**src/rtl/sdiv_pkg.sv**
```systemverilog
package sdiv_pkg;
  // Legacy step constants (one step = two clock cycles)
  localparam int unsigned U_START_STEPS = 38;
  localparam int unsigned U_OVF_STEPS   = 5;
  localparam int unsigned S_START_STEPS = 6;
  localparam int unsigned S_ABS_EXTRA   = 2;
  localparam int unsigned S_BODY_STEPS  = 55;
  localparam int unsigned CYCLE_TRIM    = 4;
  localparam int unsigned MAX_S_CYCLES  = 152;
endpackage

```
**src/rtl/sdiv_classify.sv**
```systemverilog
module sdiv_classify
  import sdiv_pkg::*;
#(
  parameter int DIV_W = 16,
  parameter int CYC_W = 8,
  localparam int DVD_W = 2 * DIV_W
) (
  input  logic [DVD_W-1:0] dividend,
  input  logic [DIV_W-1:0] divisor,
  input  logic             is_signed,
  output logic [DVD_W-1:0] mag_dvd,
  output logic [DIV_W-1:0] mag_dvs,
  output logic             dvd_neg,
  output logic             dvs_neg,
  output logic             dvs_zero,
  output logic             early_ovf,
  output logic [CYC_W-1:0] early_cycles
);
  always_comb begin
    dvd_neg  = is_signed & dividend[DVD_W-1];
    dvs_neg  = is_signed & divisor[DIV_W-1];
    mag_dvd  = dvd_neg ? (~dividend + 1'b1) : dividend;
    mag_dvs  = dvs_neg ? (~divisor + 1'b1) : divisor;
    dvs_zero = (divisor == '0);
    early_ovf = !dvs_zero && (mag_dvd[DVD_W-1:DIV_W] >= mag_dvs);
    if (dvs_zero) begin
      early_cycles = '0;
    end else if (!is_signed) begin
      early_cycles = CYC_W'(2 * U_OVF_STEPS - CYCLE_TRIM);
    end else begin
      early_cycles = CYC_W'(2 * (S_START_STEPS + S_ABS_EXTRA) - CYCLE_TRIM)
                   + (dvd_neg ? CYC_W'(2) : CYC_W'(0));
    end
  end
endmodule

```
**src/rtl/sdiv_shift_engine.sv**
```systemverilog
module sdiv_shift_engine
  import sdiv_pkg::*;
#(
  parameter int DIV_W  = 16,
  parameter int STEP_W = 8,
  localparam int DVD_W = 2 * DIV_W,
  localparam int IDX_W = $clog2(DIV_W + 1)
) (
  input  logic              clk,
  input  logic              rst_n,
  input  logic              load,
  input  logic [DVD_W-1:0]  load_dvd,
  input  logic [DIV_W-1:0]  load_dvs,
  output logic [DVD_W-1:0]  work,
  output logic [STEP_W-1:0] steps,
  output logic              finished
);
  logic [DVD_W-1:0] hdiv;
  logic [IDX_W-1:0] idx;
  logic             running;
  logic [DVD_W-1:0] shifted;
  logic             carry, ge, take;

  always_comb begin
    carry   = work[DVD_W-1];
    shifted = {work[DVD_W-2:0], 1'b0};
    ge      = (shifted >= hdiv);
    take    = carry | ge;
  end

  always_ff @(posedge clk or negedge rst_n) begin
    if (!rst_n) begin
      work     <= '0;
      hdiv     <= '0;
      idx      <= '0;
      steps    <= '0;
      running  <= 1'b0;
      finished <= 1'b0;
    end else if (load) begin
      work     <= load_dvd;
      hdiv     <= {load_dvs, {DIV_W{1'b0}}};
      idx      <= '0;
      steps    <= STEP_W'(U_START_STEPS);
      running  <= 1'b1;
      finished <= 1'b0;
    end else if (running) begin
      if (take) work <= (shifted - hdiv) | DVD_W'(1);
      else      work <= shifted;
      // only the first DIV_W-1 iterations carry a cost
      if (idx < IDX_W'(DIV_W - 1) && !carry)
        steps <= steps + (ge ? STEP_W'(1) : STEP_W'(2));
      idx <= idx + 1'b1;
      if (idx == IDX_W'(DIV_W - 1)) begin
        running  <= 1'b0;
        finished <= 1'b1;
      end
    end
  end

  // the unsigned step count stays within the legacy best/worst bounds
  a_r6_step_bounds: assert property (@(posedge clk) disable iff (!rst_n)
    finished |-> (steps >= STEP_W'(U_START_STEPS) &&
                  steps <= STEP_W'(U_START_STEPS + 2 * (DIV_W - 1))));
  // completion only follows a running engine
  a_r5_finish_after_run: assert property (@(posedge clk) disable iff (!rst_n)
    $rose(finished) |-> $past(running));
endmodule

```
**src/rtl/sdiv_settle.sv**
```systemverilog
module sdiv_settle
  import sdiv_pkg::*;
#(
  parameter int DIV_W  = 16,
  parameter int CYC_W  = 8,
  parameter int STEP_W = 8,
  localparam int DVD_W = 2 * DIV_W
) (
  input  logic              is_signed,
  input  logic              dvd_neg,
  input  logic              dvs_neg,
  input  logic [STEP_W-1:0] u_steps,
  input  logic [DVD_W-1:0]  work,
  output logic [DIV_W-1:0]  quot,
  output logic [DIV_W-1:0]  rem,
  output logic              late_ovf,
  output logic [CYC_W-1:0]  cycles
);
  localparam logic [DIV_W-1:0] HALF = {1'b1, {(DIV_W-1){1'b0}}};

  logic [DIV_W-1:0]  mag_q, mag_r;
  logic              q_neg;
  logic [STEP_W-1:0] zeros, s_steps, fin_steps;

  always_comb begin
    mag_q = work[DIV_W-1:0];
    mag_r = work[DVD_W-1:DIV_W];
    q_neg = dvd_neg ^ dvs_neg;
    quot  = (is_signed && q_neg) ? (~mag_q + 1'b1) : mag_q;
    rem   = (is_signed && dvd_neg) ? (~mag_r + 1'b1) : mag_r;
    late_ovf = is_signed && (q_neg ? (mag_q > HALF) : (mag_q >= HALF));

    zeros = '0;
    for (int b = 1; b < DIV_W; b++) begin
      if (!mag_q[b]) zeros = zeros + STEP_W'(1);
    end
    s_steps = STEP_W'(S_START_STEPS + S_BODY_STEPS) + zeros;
    if (dvd_neg) s_steps = s_steps + STEP_W'(1);
    if (!dvs_neg) begin
      if (dvd_neg) s_steps = s_steps + STEP_W'(1);
      else         s_steps = s_steps - STEP_W'(1);
    end
    fin_steps = is_signed ? s_steps : u_steps;
    cycles    = CYC_W'({fin_steps, 1'b0}) - CYC_W'(CYCLE_TRIM);
  end
endmodule

```
**src/rtl/sdiv_legacy_timed.sv**
```systemverilog
module sdiv_legacy_timed
  import sdiv_pkg::*;
#(
  parameter int DIV_W  = 16,
  parameter int CYC_W  = 8,
  parameter int STEP_W = 8,
  localparam int DVD_W = 2 * DIV_W
) (
  input  logic             clk,
  input  logic             rst_n,
  input  logic             in_valid,
  output logic             in_ready,
  input  logic             in_signed,
  input  logic [DVD_W-1:0] in_dividend,
  input  logic [DIV_W-1:0] in_divisor,
  output logic             out_valid,
  output logic [DIV_W-1:0] out_quotient,
  output logic [DIV_W-1:0] out_remainder,
  output logic             out_div_zero,
  output logic             out_overflow,
  output logic [CYC_W-1:0] out_cycles
);
  logic [DVD_W-1:0]  c_mag_dvd;
  logic [DIV_W-1:0]  c_mag_dvs;
  logic              c_dvd_neg, c_dvs_neg, c_zero, c_eovf;
  logic [CYC_W-1:0]  c_ecyc;

  logic              busy, mode_q, dvd_neg_q, dvs_neg_q, zero_q, eovf_q;
  logic [CYC_W-1:0]  ecyc_q, elapsed;
  logic              accept, early_hit, finish_now;
  logic [CYC_W-1:0]  early_target;

  logic [DVD_W-1:0]  e_work;
  logic [STEP_W-1:0] e_steps;
  logic              e_finished;

  logic [DIV_W-1:0]  s_quot, s_rem;
  logic              s_late_ovf;
  logic [CYC_W-1:0]  s_cycles;

  sdiv_classify #(.DIV_W(DIV_W), .CYC_W(CYC_W)) u_classify (
    .dividend    (in_dividend),
    .divisor     (in_divisor),
    .is_signed   (in_signed),
    .mag_dvd     (c_mag_dvd),
    .mag_dvs     (c_mag_dvs),
    .dvd_neg     (c_dvd_neg),
    .dvs_neg     (c_dvs_neg),
    .dvs_zero    (c_zero),
    .early_ovf   (c_eovf),
    .early_cycles(c_ecyc)
  );

  sdiv_shift_engine #(.DIV_W(DIV_W), .STEP_W(STEP_W)) u_engine (
    .clk     (clk),
    .rst_n   (rst_n),
    .load    (accept),
    .load_dvd(c_mag_dvd),
    .load_dvs(c_mag_dvs),
    .work    (e_work),
    .steps   (e_steps),
    .finished(e_finished)
  );

  sdiv_settle #(.DIV_W(DIV_W), .CYC_W(CYC_W), .STEP_W(STEP_W)) u_settle (
    .is_signed(mode_q),
    .dvd_neg  (dvd_neg_q),
    .dvs_neg  (dvs_neg_q),
    .u_steps  (e_steps),
    .work     (e_work),
    .quot     (s_quot),
    .rem      (s_rem),
    .late_ovf (s_late_ovf),
    .cycles   (s_cycles)
  );

  always_comb begin
    in_ready     = !busy;
    accept       = in_valid && !busy;
    early_hit    = zero_q || eovf_q;
    early_target = zero_q ? CYC_W'(1) : ecyc_q;
    finish_now   = busy && (early_hit ? (elapsed == early_target)
                                      : (e_finished && elapsed == s_cycles));
  end

  always_ff @(posedge clk or negedge rst_n) begin
    if (!rst_n) begin
      busy          <= 1'b0;
      mode_q        <= 1'b0;
      dvd_neg_q     <= 1'b0;
      dvs_neg_q     <= 1'b0;
      zero_q        <= 1'b0;
      eovf_q        <= 1'b0;
      ecyc_q        <= '0;
      elapsed       <= '0;
      out_valid     <= 1'b0;
      out_quotient  <= '0;
      out_remainder <= '0;
      out_div_zero  <= 1'b0;
      out_overflow  <= 1'b0;
      out_cycles    <= '0;
    end else begin
      out_valid <= 1'b0;
      if (accept) begin
        busy      <= 1'b1;
        elapsed   <= CYC_W'(1);
        mode_q    <= in_signed;
        dvd_neg_q <= c_dvd_neg;
        dvs_neg_q <= c_dvs_neg;
        zero_q    <= c_zero;
        eovf_q    <= c_eovf;
        ecyc_q    <= c_ecyc;
      end else if (busy) begin
        if (finish_now) begin
          busy         <= 1'b0;
          out_valid    <= 1'b1;
          out_div_zero <= zero_q;
          out_overflow <= eovf_q || (!early_hit && s_late_ovf);
          out_cycles   <= early_hit ? ecyc_q : s_cycles;
          if (!early_hit && !s_late_ovf) begin
            out_quotient  <= s_quot;
            out_remainder <= s_rem;
          end
        end else begin
          elapsed <= elapsed + CYC_W'(1);
        end
      end
    end
  end

  // the result is a single-cycle pulse
  a_r2_single_pulse: assert property (@(posedge clk) disable iff (!rst_n)
    out_valid |=> !out_valid);
  // acceptance closes the input side
  a_r2_ready_drops: assert property (@(posedge clk) disable iff (!rst_n)
    (in_valid && in_ready) |=> !in_ready);
  // zero divisor reports zero cycles and no overflow
  a_r3_zero_count: assert property (@(posedge clk) disable iff (!rst_n)
    (out_valid && out_div_zero) |-> (out_cycles == '0 && !out_overflow));
  // unsigned overflow costs six cycles
  a_r4_unsigned_overflow: assert property (@(posedge clk) disable iff (!rst_n)
    (out_valid && out_overflow && !mode_q) |-> (out_cycles == CYC_W'(6)));
  // no result update on overflow or zero divisor
  a_r10_hold_results: assert property (@(posedge clk) disable iff (!rst_n)
    (out_valid && (out_overflow || out_div_zero)) |->
      ($stable(out_quotient) && $stable(out_remainder)));
  // signed counts never exceed the legacy worst case
  a_r8_signed_bound: assert property (@(posedge clk) disable iff (!rst_n)
    (out_valid && mode_q) |-> (out_cycles <= CYC_W'(MAX_S_CYCLES)));
endmodule

```
**config.mk**
```make
export PLATFORM = sky130hd
export DESIGN_NAME = sdiv_legacy_timed
export DESIGN_NICKNAME = d
export VERILOG_FILES = /design/src/rtl/sdiv_pkg.sv /design/src/rtl/sdiv_classify.sv /design/src/rtl/sdiv_shift_engine.sv /design/src/rtl/sdiv_settle.sv /design/src/rtl/sdiv_legacy_timed.sv
export SDC_FILE = /design/constraint.sdc
export NUM_CORES = 1
export LEC_CHECK = 0
export BUFFER_PORTS_ARGS = -buffer_cell sky130_fd_sc_hd__buf_2
export CAP_MARGIN = 40
export CELL_PAD_IN_SITES_DETAIL_PLACEMENT = 1
export CELL_PAD_IN_SITES_GLOBAL_PLACEMENT = 2
export CORE_MARGIN = 3
export CORE_UTILIZATION = 41
export DETAILED_ROUTE_END_ITERATION = 12
export PLACE_DENSITY_LB_ADDON = 0.05
export RECOVER_POWER = 50
export SETUP_SLACK_MARGIN = 0.4
export SKIP_LAST_GASP = 1
export SYNTH_ARGS = -nofsm -noshare
export SYNTH_HDL_FRONTEND = slang
export SYNTH_SLANG_ARGS = --single-unit
```
**constraint.sdc**
```tcl
create_clock -name clk -period 32.4 [get_ports clk]
set_input_delay 3.24 -clock clk [delete_from_list [all_inputs] [get_ports clk]]
set_output_delay 3.24 -clock clk [all_outputs]
set_load 0.01 [all_outputs]
```
==> summary.md <==
| Metric | Value |
|---|---|
| Tmin final | `12610 ps` |
| Worst endpoint required time | `32700 ps` |
| Global-route wire length before repair | `51.9 mm` |
| Multi-input logic area | `7420 µm²` |
| Synth Flop Type | `dfrtp_1` |
| Fmax | `79.3 MHz` |
| Number of global-route vias before repair | `9651` |
| Layout cell share with drive strength beyond 1 | `0.150` |
| H-tree level count | `4` |
| Count of hold-fix buffers inserted at cts | `0` |
| DRT met1 WL | `15.1 mm` |
| Clock Latency Late Sink | `430 ps` |
| CP max stage delay | `570 ps` |
| PostCTS Resize Cnt | `0` |
| Syn Nets | `1389` |
| Starting Density | `0.419` |
| Synth area leader | `dfrtp_1` |
| Layout area overhead | `11.3%` |
| CTS buffer count | `17` |
| Top Metal Used | `met4` |
| Vias | `9135` |
| Yosys top cell area share | `0.276` |
| Drt pass-1 iters | `4` |
| Clock buffer depth | `2` |
| Max_cap viols | `4` |
| CTS tree | `done` |
| Row cnt | `59` |
| 1st-iter DRT viols | `410` |
| Fin crit share | `0.389` |
| # DRC | `0` |
| Grt ovf | `0` |
| Fraction of registers with async set/reset | `1.00` |
| Syn Inst Count | `1274` |
| Slew margin rel. | `-1.90` |
| Sequential share of the synthesized area | `0.276` |
| Port bufs | `94` |
| Crit path max fanout | `32` |
| Dominant cells by area after synthesis | `dfrtp_1, xnor2_1, ha_1` |
| CTS sink count | `121` |
| Crit path DAT | `12910 ps` |
| WL met2 | `14.8 mm` |
| Setup Skew | `19.5 ps` |
| Antenna Violating Nets Remaining | `0` |
| Routed WL per cell | `18.4 µm` |
| Status | `finished, violations left` |
| Avg Cell Area, Syn | `8.61 µm²` |
| Initial antenna violation count | `0` |
| Critical Path End Type | `flip-flop` |
| Clk slew on worst S/H paths | `60 ps` |
| Setup repair after global routing missed its margin | `no` |
| Core Box Area | `26200 µm²` |
| Synth cell count leaders | `nand2_1, dfrtp_1, o21ai_0` |
| HP Class | `reg -> reg` |
| Unique masters post-synth | `92` |
| Overall routed net length | `31.0 mm` |
| Via density | `5.44` |
| Setup TNS | `0 ps` |
| Critical Path Slowest Stage Cell | `or4_4` |
| Most common cell in the netlist | `nand2_1` |
| Critical setup path kind | `reg -> reg` |
| Post-CTS Repair Setup Buffers | `0` |
| Startpoint types | `flip-flop` |
| EDFF count, synth | `0` |
| Seq. cell area | `3030 µm²` |
| Io pins | `96` |
| DP HPWL | `23.3 mm` |
| Most used cell along the critical path | `ha_1` |
| Cell area after synthesis | `11000 µm²` |
| Die ar. | `28800 µm²` |
| Max Slew Vio Count | `254` |
| CTS Root Cell | `clkbuf_16` |
| Final Hold Vio Count | `0` |
| Gr usage total | `0.222` |
| Fillers | `3156` |
| Failing checks | `max-capacitance violations, max-slew violations` |
| Largest net degree at the start of global routing | `75` |
| Routed met3 length | `643 µm` |
| Final Setup Violations | `0` |
| Flops & latches, synth | `121` |
| Worst Max-Slew Pin Slew | `4350 ps` |
| Die H | `170 µm` |
| Placer Congestion | `0.786` |
| Nets | `1446` |
| Diode count | `0` |
| Yosys Warn Count | `0` |
| Chip width | `170 µm` |
==> path summary, 6_finish.rpt <==
check / from / end / slack, ps / cells past startpoint
max: u_engine.work[1] / out_quotient[10] / 19790 / 57
min: u_engine.hdiv[20] / u_engine.hdiv[20] / 480 / 2
max reg2reg: u_engine.work[1] / out_quotient[10] / 19790 / 57
min reg2reg: u_engine.hdiv[20] / u_engine.hdiv[20] / 480 / 2
max in group asynchronous: rst_n / u_engine.running / 23780 / 2
min in group asynchronous: rst_n / u_engine.work[8] / 4380 / 1
==> final cells by class <==
type / instances / share of cell area
Clock inverter: 14 / 0.0130
Sequential cell: 121 / 0.248
Tap cell: 335 / 0.0343
Clock buffer: 18 / 0.0351
Multi-Input combinational cell: 1024 / 0.608
Timing Repair Buffer: 102 / 0.0417
Inverter: 65 / 0.0200
==> kinds of logic (layout without fill, tap and decap cells) <==
| family | count (synthesis) | in the layout | share of synthesized area |
|---|---|---|---|
| adders and majority gates | 63 | 63 | 0.0732 |
| and+or+nand+nor | 419 | 419 | 0.188 |
| AOI/OAI and AO/OA | 292 | 292 | 0.169 |
| DFF | 121 | 121 | 0.276 |
| xor gates and xnor gates | 175 | 175 | 0.159 |
| other | 1 | 1 | 0.000342 |
| buffers and inverters | 129 | 199 | 0.0487 |
| muxes | 74 | 74 | 0.0855 |
==> through the flow <==
stage / setup slack, ps / hold WS [ps] / instance area [µm²] / cells / utilization
6_report: 19790 / 480 / 12200 / 1679 / 0.466
3_3_place_gp: 20290 / 463 / 11600 / 1646 / 0.444
2_1_floorplan: 21420 / 450 / 11000 / 1274 / -
4_1_cts: 19690 / 488 / 12200 / 1679 / 0.467
5_1_grt: 18710 / 507 / 12200 / 1679 / 0.466
3_5_place_dp: 19730 / 474 / 11700 / 1647 / 0.445
==> registers in the layout (all words and copies together) (netlist names), 3 cells and up <==
name	flops
ecyc_q	3
elapsed	8
out_cycles	7
out_quotient	16
out_remainder	16
u_engine.hdiv	16
u_engine.idx	5
u_engine.steps	7
u_engine.work	32
==> cell usage in the layout (no fill, tap or decap), types with 11 or more instances in the layout <==
master	count
nand2_1	150
dfrtp_1	120
o21ai_0	110
xnor2_1	96
nor2_1	85
buf_2	83
a21oi_1	66
inv_1	64
xor2_1	62
ha_1	61
mux2_4	38
mux2i_1	30
nor3_1	26
nand2b_1	25
a21o_1	20
nand3_1	19
nor2b_1	18
clkbuf_16	17
clkbuf_1	15
and3_1	14
and2_1	12
or3_1	12
o211ai_1	12
a31oi_1	12
nor4_1	11
==> layer usage <==
metal / up-vias / global-route usage
met5: - / 0
met4: 0 / 0.0473
met3: 28 / 0.0277
met2: 108 / 0.377
met1: 4452 / 0.306
li1: 4547 / -
==> critical path, delay by kind of cell, from the launching register on <==
kind	cells	cell delay [ps]
muxes	3	600
buffers and inverters	4	850
and+or+nand+nor	19	3270
xor gates and xnor gates	11	2220
AOI/OAI and AO/OA	11	2400
adders and majority gates	9	2690
DFF	1	400
Power is not shown: default switching activity piles up to over one toggle a cycle in this logic, so the estimate is an artifact.
